## src/rtl/uart_rxq_pkg.sv

```systemverilog
package uart_rxq_pkg;
   localparam int FRAME_W = 4;
   localparam int LOAD_W  = FRAME_W + 2;

   // bits in one serial character
   function automatic logic [FRAME_W-1:0] frame_bits(input logic [1:0] len_code,
                                                     input logic [2:0] par_code,
                                                     input logic [1:0] stop_code);
      int nb;
      nb = 1;
      case (len_code)
         2'd3:    nb = nb + 6;
         2'd2:    nb = nb + 7;
         default: nb = nb + 8;
      endcase
      if (par_code == 3'd0 || par_code == 3'd1) nb = nb + 1;
      nb = nb + ((stop_code == 2'd3) ? 1 : 2);
      return FRAME_W'(nb);
   endfunction
endpackage

```

## src/rtl/uart_rxq_baud.sv

```systemverilog
module uart_rxq_baud #(
   parameter int PRESC_DIV = 8,
   parameter int GEN_W     = 16,
   parameter int DIV_W     = 8
) (
   input  logic             clk,
   input  logic             rst_n,
   input  logic             pre_sel,
   input  logic [GEN_W-1:0] gen,
   input  logic [DIV_W-1:0] div,
   output logic             bit_tick
);
   localparam int LIM_W = GEN_W + DIV_W;
   localparam int PC_W  = (PRESC_DIV > 1) ? $clog2(PRESC_DIV) : 1;

   logic             pre_en;
   logic [LIM_W-1:0] limit;
   logic [LIM_W-1:0] cnt;

   generate
      if (PRESC_DIV > 1) begin : g_pre
         logic [PC_W-1:0] pcnt;
         always_ff @(posedge clk or negedge rst_n) begin
            if (!rst_n)                              pcnt <= '0;
            else if (!pre_sel)                       pcnt <= '0;
            else if (pcnt == PC_W'(PRESC_DIV - 1))   pcnt <= '0;
            else                                     pcnt <= pcnt + PC_W'(1);
         end
         assign pre_en = !pre_sel || (pcnt == PC_W'(PRESC_DIV - 1));
      end else begin : g_nopre
         assign pre_en = 1'b1;
      end
   endgenerate

   assign limit = LIM_W'(gen) * (LIM_W'(div) + LIM_W'(1));

   always_ff @(posedge clk or negedge rst_n) begin
      if (!rst_n) begin
         cnt      <= '0;
         bit_tick <= 1'b0;
      end else begin
         bit_tick <= 1'b0;
         if (pre_en && limit != '0) begin
            if (cnt >= limit - LIM_W'(1)) begin
               cnt      <= '0;
               bit_tick <= 1'b1;
            end else begin
               cnt <= cnt + LIM_W'(1);
            end
         end
      end
   end
endmodule

```

## src/rtl/uart_rxq_store.sv

```systemverilog
module uart_rxq_store #(
   parameter int DEPTH  = 16,
   parameter int DATA_W = 8
) (
   input  logic                        clk,
   input  logic                        rst_n,
   input  logic                        flush,
   input  logic                        push_req,
   input  logic [DATA_W-1:0]           wdata,
   input  logic                        pop_req,
   output logic [DATA_W-1:0]           rdata,
   output logic [$clog2(DEPTH):0]      count,
   output logic                        full,
   output logic                        empty,
   output logic                        push_ok,
   output logic                        ovr_pulse
);
   localparam int PTR_W = $clog2(DEPTH);
   localparam int CNT_W = PTR_W + 1;

   logic [DATA_W-1:0] mem [DEPTH];
   logic [PTR_W-1:0]  wptr, rptr;
   logic              pop_ok;

   assign full    = (count == CNT_W'(DEPTH));
   assign empty   = (count == '0);
   assign pop_ok  = pop_req && !empty && !flush;
   assign push_ok = push_req && !flush && (!full || pop_ok);
   assign rdata   = mem[rptr];

   always_ff @(posedge clk) begin
      if (push_ok) mem[wptr] <= wdata;
   end

   always_ff @(posedge clk or negedge rst_n) begin
      if (!rst_n) begin
         wptr      <= '0;
         rptr      <= '0;
         count     <= '0;
         ovr_pulse <= 1'b0;
      end else if (flush) begin
         wptr      <= '0;
         rptr      <= '0;
         count     <= '0;
         ovr_pulse <= 1'b0;
      end else begin
         ovr_pulse <= push_req && full && !pop_ok;
         if (push_ok) wptr <= wptr + PTR_W'(1);
         if (pop_ok)  rptr <= rptr + PTR_W'(1);
         case ({push_ok, pop_ok})
            2'b10:   count <= count + CNT_W'(1);
            2'b01:   count <= count - CNT_W'(1);
            default: count <= count;
         endcase
      end
   end
endmodule

```

## src/rtl/uart_rxq_timer.sv

```systemverilog
module uart_rxq_timer #(
   parameter int LOAD_W = 6
) (
   input  logic              clk,
   input  logic              rst_n,
   input  logic              stop,
   input  logic              restart,
   input  logic [LOAD_W-1:0] load,
   input  logic              tick,
   output logic              expire
);
   logic [LOAD_W-1:0] rem;
   logic              armed;

   always_ff @(posedge clk or negedge rst_n) begin
      if (!rst_n) begin
         rem    <= '0;
         armed  <= 1'b0;
         expire <= 1'b0;
      end else begin
         expire <= 1'b0;
         if (stop) begin
            rem   <= '0;
            armed <= 1'b0;
         end else if (restart) begin
            rem   <= load;
            armed <= 1'b1;
         end else if (armed && tick) begin
            if (rem == LOAD_W'(1)) begin
               rem    <= '0;
               armed  <= 1'b0;
               expire <= 1'b1;
            end else begin
               rem <= rem - LOAD_W'(1);
            end
         end
      end
   end
endmodule

```

## src/rtl/uart_rx_fifo_tmo.sv

```systemverilog
module uart_rx_fifo_tmo #(
   parameter int DEPTH     = 16,
   parameter int DATA_W    = 8,
   parameter int GEN_W     = 16,
   parameter int DIV_W     = 8,
   parameter int PRESC_DIV = 8
) (
   input  logic                     clk,
   input  logic                     rst_n,
   input  logic                     flush,
   input  logic                     wr_en,
   input  logic [DATA_W-1:0]        wr_data,
   input  logic                     rd_en,
   output logic [DATA_W-1:0]        rd_data,
   input  logic                     cfg_pre8,
   input  logic [GEN_W-1:0]         cfg_gen,
   input  logic [DIV_W-1:0]         cfg_div,
   input  logic [1:0]               cfg_len,
   input  logic [2:0]               cfg_parity,
   input  logic [1:0]               cfg_stop,
   output logic [$clog2(DEPTH):0]   level,
   output logic                     empty,
   output logic                     full,
   output logic                     overrun,
   output logic                     timeout
);
   import uart_rxq_pkg::*;

   generate
      if (DEPTH < 2 || (DEPTH & (DEPTH - 1)) != 0) begin : g_bad_depth
         $error("DEPTH must be a power of two of at least 2");
      end
      if (DATA_W < 5) begin : g_bad_width
         $error("DATA_W must be at least 5");
      end
   endgenerate

   logic              tick;
   logic              accepted;
   logic [LOAD_W-1:0] tmo_load;

   assign tmo_load = {frame_bits(cfg_len, cfg_parity, cfg_stop), 2'b00};

   uart_rxq_baud #(.PRESC_DIV(PRESC_DIV), .GEN_W(GEN_W), .DIV_W(DIV_W)) u_baud (
      .clk(clk), .rst_n(rst_n), .pre_sel(cfg_pre8), .gen(cfg_gen), .div(cfg_div),
      .bit_tick(tick));

   uart_rxq_store #(.DEPTH(DEPTH), .DATA_W(DATA_W)) u_store (
      .clk(clk), .rst_n(rst_n), .flush(flush), .push_req(wr_en), .wdata(wr_data),
      .pop_req(rd_en), .rdata(rd_data), .count(level), .full(full), .empty(empty),
      .push_ok(accepted), .ovr_pulse(overrun));

   uart_rxq_timer #(.LOAD_W(LOAD_W)) u_timer (
      .clk(clk), .rst_n(rst_n), .stop(flush), .restart(accepted), .load(tmo_load),
      .tick(tick), .expire(timeout));
endmodule

```

## config.mk

```make
export PLATFORM = sky130hd
export DESIGN_NAME = uart_rx_fifo_tmo
export DESIGN_NICKNAME = d
export VERILOG_FILES = /design/src/rtl/uart_rxq_pkg.sv /design/src/rtl/uart_rxq_baud.sv /design/src/rtl/uart_rxq_store.sv /design/src/rtl/uart_rxq_timer.sv /design/src/rtl/uart_rx_fifo_tmo.sv
export SDC_FILE = /design/constraint.sdc
export NUM_CORES = 1
export LEC_CHECK = 0
export ABC_AREA = 1
export BUFFER_PORTS_ARGS = -buffer_cell sky130_fd_sc_hd__clkbuf_2
export CAP_MARGIN = 30
export CELL_PAD_IN_SITES_DETAIL_PLACEMENT = 1
export CELL_PAD_IN_SITES_GLOBAL_PLACEMENT = 1
export CORE_ASPECT_RATIO = 1.4
export CORE_MARGIN = 4
export CORE_UTILIZATION = 45
export CTS_BUF_LIST = sky130_fd_sc_hd__clkbuf_8
export DETAILED_ROUTE_END_ITERATION = 8
export PLACE_DENSITY_LB_ADDON = 0.1
export SYNTH_ARGS = -nofsm -noshare
export SYNTH_HDL_FRONTEND = slang
export SYNTH_SLANG_ARGS = --single-unit
```

## constraint.sdc

```tcl
create_clock -name clk -period 2.3 [get_ports clk]
set_clock_uncertainty 0.15 [all_clocks]
set_input_delay 0.345 -clock clk [delete_from_list [all_inputs] [get_ports clk]]
set_output_delay 0.345 -clock clk [all_outputs]
set_load 0.03 [all_outputs]
```

# Word level (Yosys, flattened, before mapping)
# Memory sizes are Yosys's and may differ from the RTL's.
# Index checks and enable logic that the tools add are counted.
# totals
register_bits	50
latchBits	0
ramBits	128
mem_bits_ro	0
in_bits	45
wordCells	87
n_memories	1
# mem_list
name	depth	width	read_ports	rd_ports_with_merged_regs	wr	line	source
u_store.mem	16	8	1	0	1	uart_rxq_store.sv:21	logic [DATA_W-1:0] mem [DEPTH];
# op_classes
n_addsub	11
mul	1
div_mod_pow	0
order_cmp	1
eq_ne	9
shifts	0
n_mux	29
bitwise	0
n_reduce_logical	25
# op_table
operator	n
adder 24 x 1 -> 24 bit (second input constant)	1
>= comparator 24 bit	1
multiplier 16 x 24 -> 24 bit	1
two-way mux 24 bit	1
two-way mux 6 bit	4
nonzero test 24 bit	1
subtractor 24 x 1 -> 24 bit (second input constant)	1
two-way mux 4 bit	5
two-way mux 1 bit	13
adder 4 x 1 -> 4 bit (second input constant)	3
one-hot mux 5 bit (2 select lines)	1
adder 8 x 1 -> 9 bit (second input constant)	1
nonzero test 3 bit	3
equality test 2 bit (second input constant)	4
logical AND 1 bit	8
one-hot mux 4 bit (2 select lines)	1
equality test 6 x 1 -> 1 bit (second input constant)	1
two-way mux 3 bit	2
subtractor 6 x 1 -> 6 bit (second input constant)	1
adder 5 x 1 -> 5 bit (second input constant)	1
equality test 5 bit (second input constant)	1
logical NOT 1 bit	5
logical NOT 5 bit	1
two-way mux 5 bit	1
other kinds (11)	14

# Logic depth before layout (Yosys ltp)
# depth
depth_word	9
ltp_mapped	43
mapped_depth_nobuf	42

# By module
# From an unflattened synthesis, not the netlist that was laid out.
# hier_totals
hier_cells	1743
hier_area_um2	14458.9
# modules_own_cells
mod	instances	cells_per_inst	area_each_um2	seq_area_each_um2
uart_rxq_baud	1	1126	7682.4	700.7
uart_rxq_store	1	509	6058.3	4194.0
uart_rxq_timer	1	71	514.2	200.2
uart_rx_fifo_tmo	1	37	203.9	0.0

# Worst setup path after synthesis
# OpenSTA, ideal clock, no wires.
# synth_timing
path_type	input to register
start	input cfg_div[0]
end	register u_baud.cnt[10]
setup_time_ps	117
arrival_ps	6625
required_ps	2033
slack_ps	-4592
path_stages	36
path_buffers	2
path_cell_list	ha_1 -> nand2_1 -> nor2_1 -> inv_1 -> nor2_1 -> xor2_1 -> inv_1 -> clkbuf_1 -> nor2_1 -> fa_1 -> fa_1 -> fa_1 -> inv_1 -> fa_1 -> inv_1 -> ha_1 -> nand2_1 -> inv_1 -> a21oi_2 -> nand3_1 -> nand2_1 -> nand2_1 -> nor2_1 -> nand3_1 -> nor2_1 -> nand2_1 -> xor2_1 -> ha_1 -> nand4_1 -> nor3_1 -> nand3_1 -> nand4_1 -> clkbuf_1 -> nor2_1 -> nand3_1 -> nand2_1
# synth_between
elab_chain_cells	5
# synth_rtl
element	line	source
start: declaration	uart_rx_fifo_tmo.sv:17	input logic [DIV_W-1:0] cfg_div,
adder 8 x 1 -> 9 bit (*)	uart_rxq_baud.sv:35	assign limit = LIM_W'(gen) * (LIM_W'(div) + LIM_W'(1));
multiplier 16 x 24 -> 24 bit (*)	uart_rxq_baud.sv:35	
subtractor 24 x 1 -> 24 bit	uart_rxq_baud.sv:44	if (cnt >= limit - LIM_W'(1)) begin
>= comparator 24 bit	uart_rxq_baud.sv:44	
two-way mux 24 bit	uart_rxq_baud.sv:44	
end signal: assignment	uart_rxq_baud.sv:48	cnt <= cnt + LIM_W'(1);
end: declaration	uart_rxq_baud.sv:18	logic [LIM_W-1:0] cnt;
# Every way passes the cells marked *; elsewhere a longest branch is shown, timed or not.
# A chain may end at the register's enable or synchronous reset.

# Worst setup path in the final report
# layout_timing
start	input cfg_div[2]
end	register u_baud.cnt[10]
# The elaborated chain is that of the path after synthesis.

==> impl_metrics.ini <==
[global_route]
antenna_found_initial = 1
grt.met1_usage = 0.280
grtUsageMet2 = 0.500
gr-usage-met3 = 0.0282
grt_pass1_wl_um = 70000
grt_pass1_vias = 13900
overflow = 0
grt_max_degree = 51
grt-busiest-layer = met2
grt_use_total = 0.260

[timing]
period_needed_ns = 6.48
worst_pin_slew_ns = 0.534
hold_ws_ns = 0.192
fmax_mhz = 154
finalCritPeriodShare = 2.82
setup_violations = 34
timing.slew.headroom = 0.643
rsz0062_at_grt = true
slew_viol_final = 0
tns_ns = -107.09
setup_ws_ns = -4.18
hold_violations = 0

[synthesis]
synth_edf_count = 128
ys_ff_latch = 178
avgSynthCellArea_um2 = 8.32
async_flop_share = 0.281
syn_nets = 1917
yosysUniqueCellTypes = 41
ys_warn_count = 0
synthCells = 1689
ys.flop_type = edfxtp_1
seq_area_frac_synth = 0.363
syn_area_um2 = 14100

[power]
swShare = 0.487
totalPowerFinal_mw = 27.7
power_frac_comb = 0.768
switching_power_mw = 13.5
clockPowerShare = 0.085
intPower_mw = 14.2
p_per_area_nw_per_um2 = 1430
ir_drop_mv = 1.04
p_leak_nw = 8.83
seqPwrFrac = 0.147

[floorplanning]
rows = 76
core_area_um2 = 30800
dieHeight_um = 217
io_pins = 62
die_w_um = 157
start_util = 0.456
die_area_um2 = 34200

[route]
drtPass1Iterations = 7
detail-route-antenna-nets = 0
post_drt_wl_per_cell_um = 20.7
via_count = 13100
drt-initial-drc-count = 675
drc = 0
drt_wl_total_um = 49600
viasPerCell = 5.46

[clocking]
clk_latency_ns = 0.51
cts_root_buf = clkbuf_8
clockBufferDepth = 2
path_clk_slew_ns = 0.11
clock_sinks = 178
htreeDepth = 4
cts_tree = built
cts_made_buffers = 17

[status]
violations = setup timing
status = finished with violations

[layout]
area_growth_pct = 38.0
fin_area_um2 = 19400
fillers = 3530
multi_input_area_um2 = 9420
fin_cells = 2393
nets = 2217
register_area_um2 = 5100
drive_above_1_share = 0.346

[worst_setup_path]
cp-start-kind = input port
cpMostUsedCell = nand2_1
critPathArrivalTime_ns = 6.73
worst_ep_required_time_ns = 2.55
path_max_fanout = 6
worst_setup_path_end_kind = register
critPathKind = in2reg
rr_worst_depth = 15
slowest_stage = fa_1
slowest_delay_ns = 0.58

[worst_hold_path]
hp-class = in2reg
holdPathStages = 1

[placement]
place_congestion = 0.862
dp_hpwl_um = 33100
placed_area_um2 = 16900
dp_cells = 2297
place.port_buffers = 60

[run]
maxCapViolCount = 0
[layout make-up]
cell class,count,share of cell area
multi-input combinational,1190,0.486
sequential,178,0.263
timing repair buffer,326,0.149
inverter,276,0.0549
tap,390,0.0252
clock buffer,17,0.0121
clock inverter,15,0.00942
antenna,1,0.000129
[flip-flops by register name, indices dropped and copies added (netlist names)]
register and flops:
u_baud.bit_tick 1, u_baud.cnt 24, u_baud.g_pre.pcnt 3, u_store.count 5, u_store.mem 128, u_store.ovr_pulse 1
u_store.rptr 4, u_store.wptr 4, u_timer.armed 1, u_timer.expire 1, u_timer.rem 6
[per-stage QoR]
stage | util | setup WS (ns)
after floorplan | - | -4.17
after detailed placement | 0.547 | -4.81
final | 0.629 | -4.18
after global placement | 0.547 | -4.54
after global routing | 0.629 | -4.46
after CTS | 0.581 | -4.06
[kinds of logic after synthesis]
kind of cell	share of synthesized area
AO/OA/AOI/OAI	0.0733
XOR/XNOR	0.0330
adder cells (fa/ha/maj)	0.216
buffers and inverters	0.0873
flip-flops	0.363
AND/OR/NAND/NOR	0.227
[power groups by stage]
stage | logic [mW] | clock network (mW) | registers [mW]
3_3_place_gp | 15.1 | 0 | 4.11
5_1_grt | 23.3 | 2.49 | 4.12
4_1_cts | 17.9 | 2.35 | 4.07
3_5_place_dp | 15.6 | 0 | 4.12
2_1_floorplan | 10.0 | 0 | 4.06
6_report | 21.3 | 2.34 | 4.09
[worst max-delay path, delay by kind of cell]
kind | cells | cell delay, ns
fa+ha+maj | 6 | 2.66
xor+xnor | 1 | 0.16
buf+inv | 9 | 1.08
simple gates | 23 | 2.45
[final timing paths]
| kind | start | end | slack, ns |
|---|---|---|---|
| worst max-delay path | cfg_div[2] | u_baud.cnt[10]$_DFFE_PN0P_ | -4.18 |
| worst min-delay path | wr_data[3] | u_store.mem[5][3]$_DFFE_PP_ | 0.19 |
| worst max register to register | u_baud.cnt[0]$_DFFE_PN0P_ | u_baud.cnt[10]$_DFFE_PN0P_ | -0.12 |
| worst min register to register | u_baud.g_pre.pcnt[0]$_DFF_PN0_ | u_baud.g_pre.pcnt[0]$_DFF_PN0_ | 0.34 |
| max in group asynchronous | rst_n | u_baud.g_pre.pcnt[2]$_DFF_PN0_ | 1.51 |
| min in group asynchronous | rst_n | u_store.count[3]$_DFFE_PN0P_ | 0.22 |
[synthesized netlist by cell type, types with 33 or more instances]
master,instances,area share
inv_1,272,0.073
dfrtp_1,50,0.089
o21ai_0,98,0.035
nor2_1,258,0.069
nand3_1,73,0.026
edfxtp_1,128,0.27
a21oi_1,33,0.012
fa_1,100,0.14
clkbuf_1,36,0.0096
ha_1,83,0.074
o22ai_1,39,0.017
xor2_1,34,0.021
nand2_1,355,0.095
[cells in the final DEF (no fill, tap or decap), types with 24 or more instances in the layout]
cell type  Yosys  final
nor2_1       258    167
nand3_1       73     51
o21ai_0       98     52
nand2_1      355    278
nand2_4        1     25
buf_4          1    213
inv_2          2     31
a21oi_1       33     24
xor2_1        34     31
buf_6          2     25
nor2_4         2     69
dfrtp_1       50     43
clkbuf_2       0     47
nand2_2        7     55
inv_1        272    238
ha_1          83     63
nor2_2         4     28
fa_1         100     96
o21ai_1        0     26
nand4_1       24     24
edfxtp_1     128    128
[routing by layer]
layer | up-vias | part of all wire
li1 | 6025 | -
met2 | 324 | 0.57
met4 | 0 | 0.050
met5 | - | 0
met3 | 126 | 0.030
met1 | 6600 | 0.35
[what timing repair did]
item	CTS	global route
setup buffers	14	33
hold buffers	4	0
resized for setup	103	330
endpoints found under the setup margin	174	175
gates cloned	3	12
pin swaps	21	218
endpoints found under the hold margin	54	0
No activity file was read; power rests on OpenSTA's default activity.
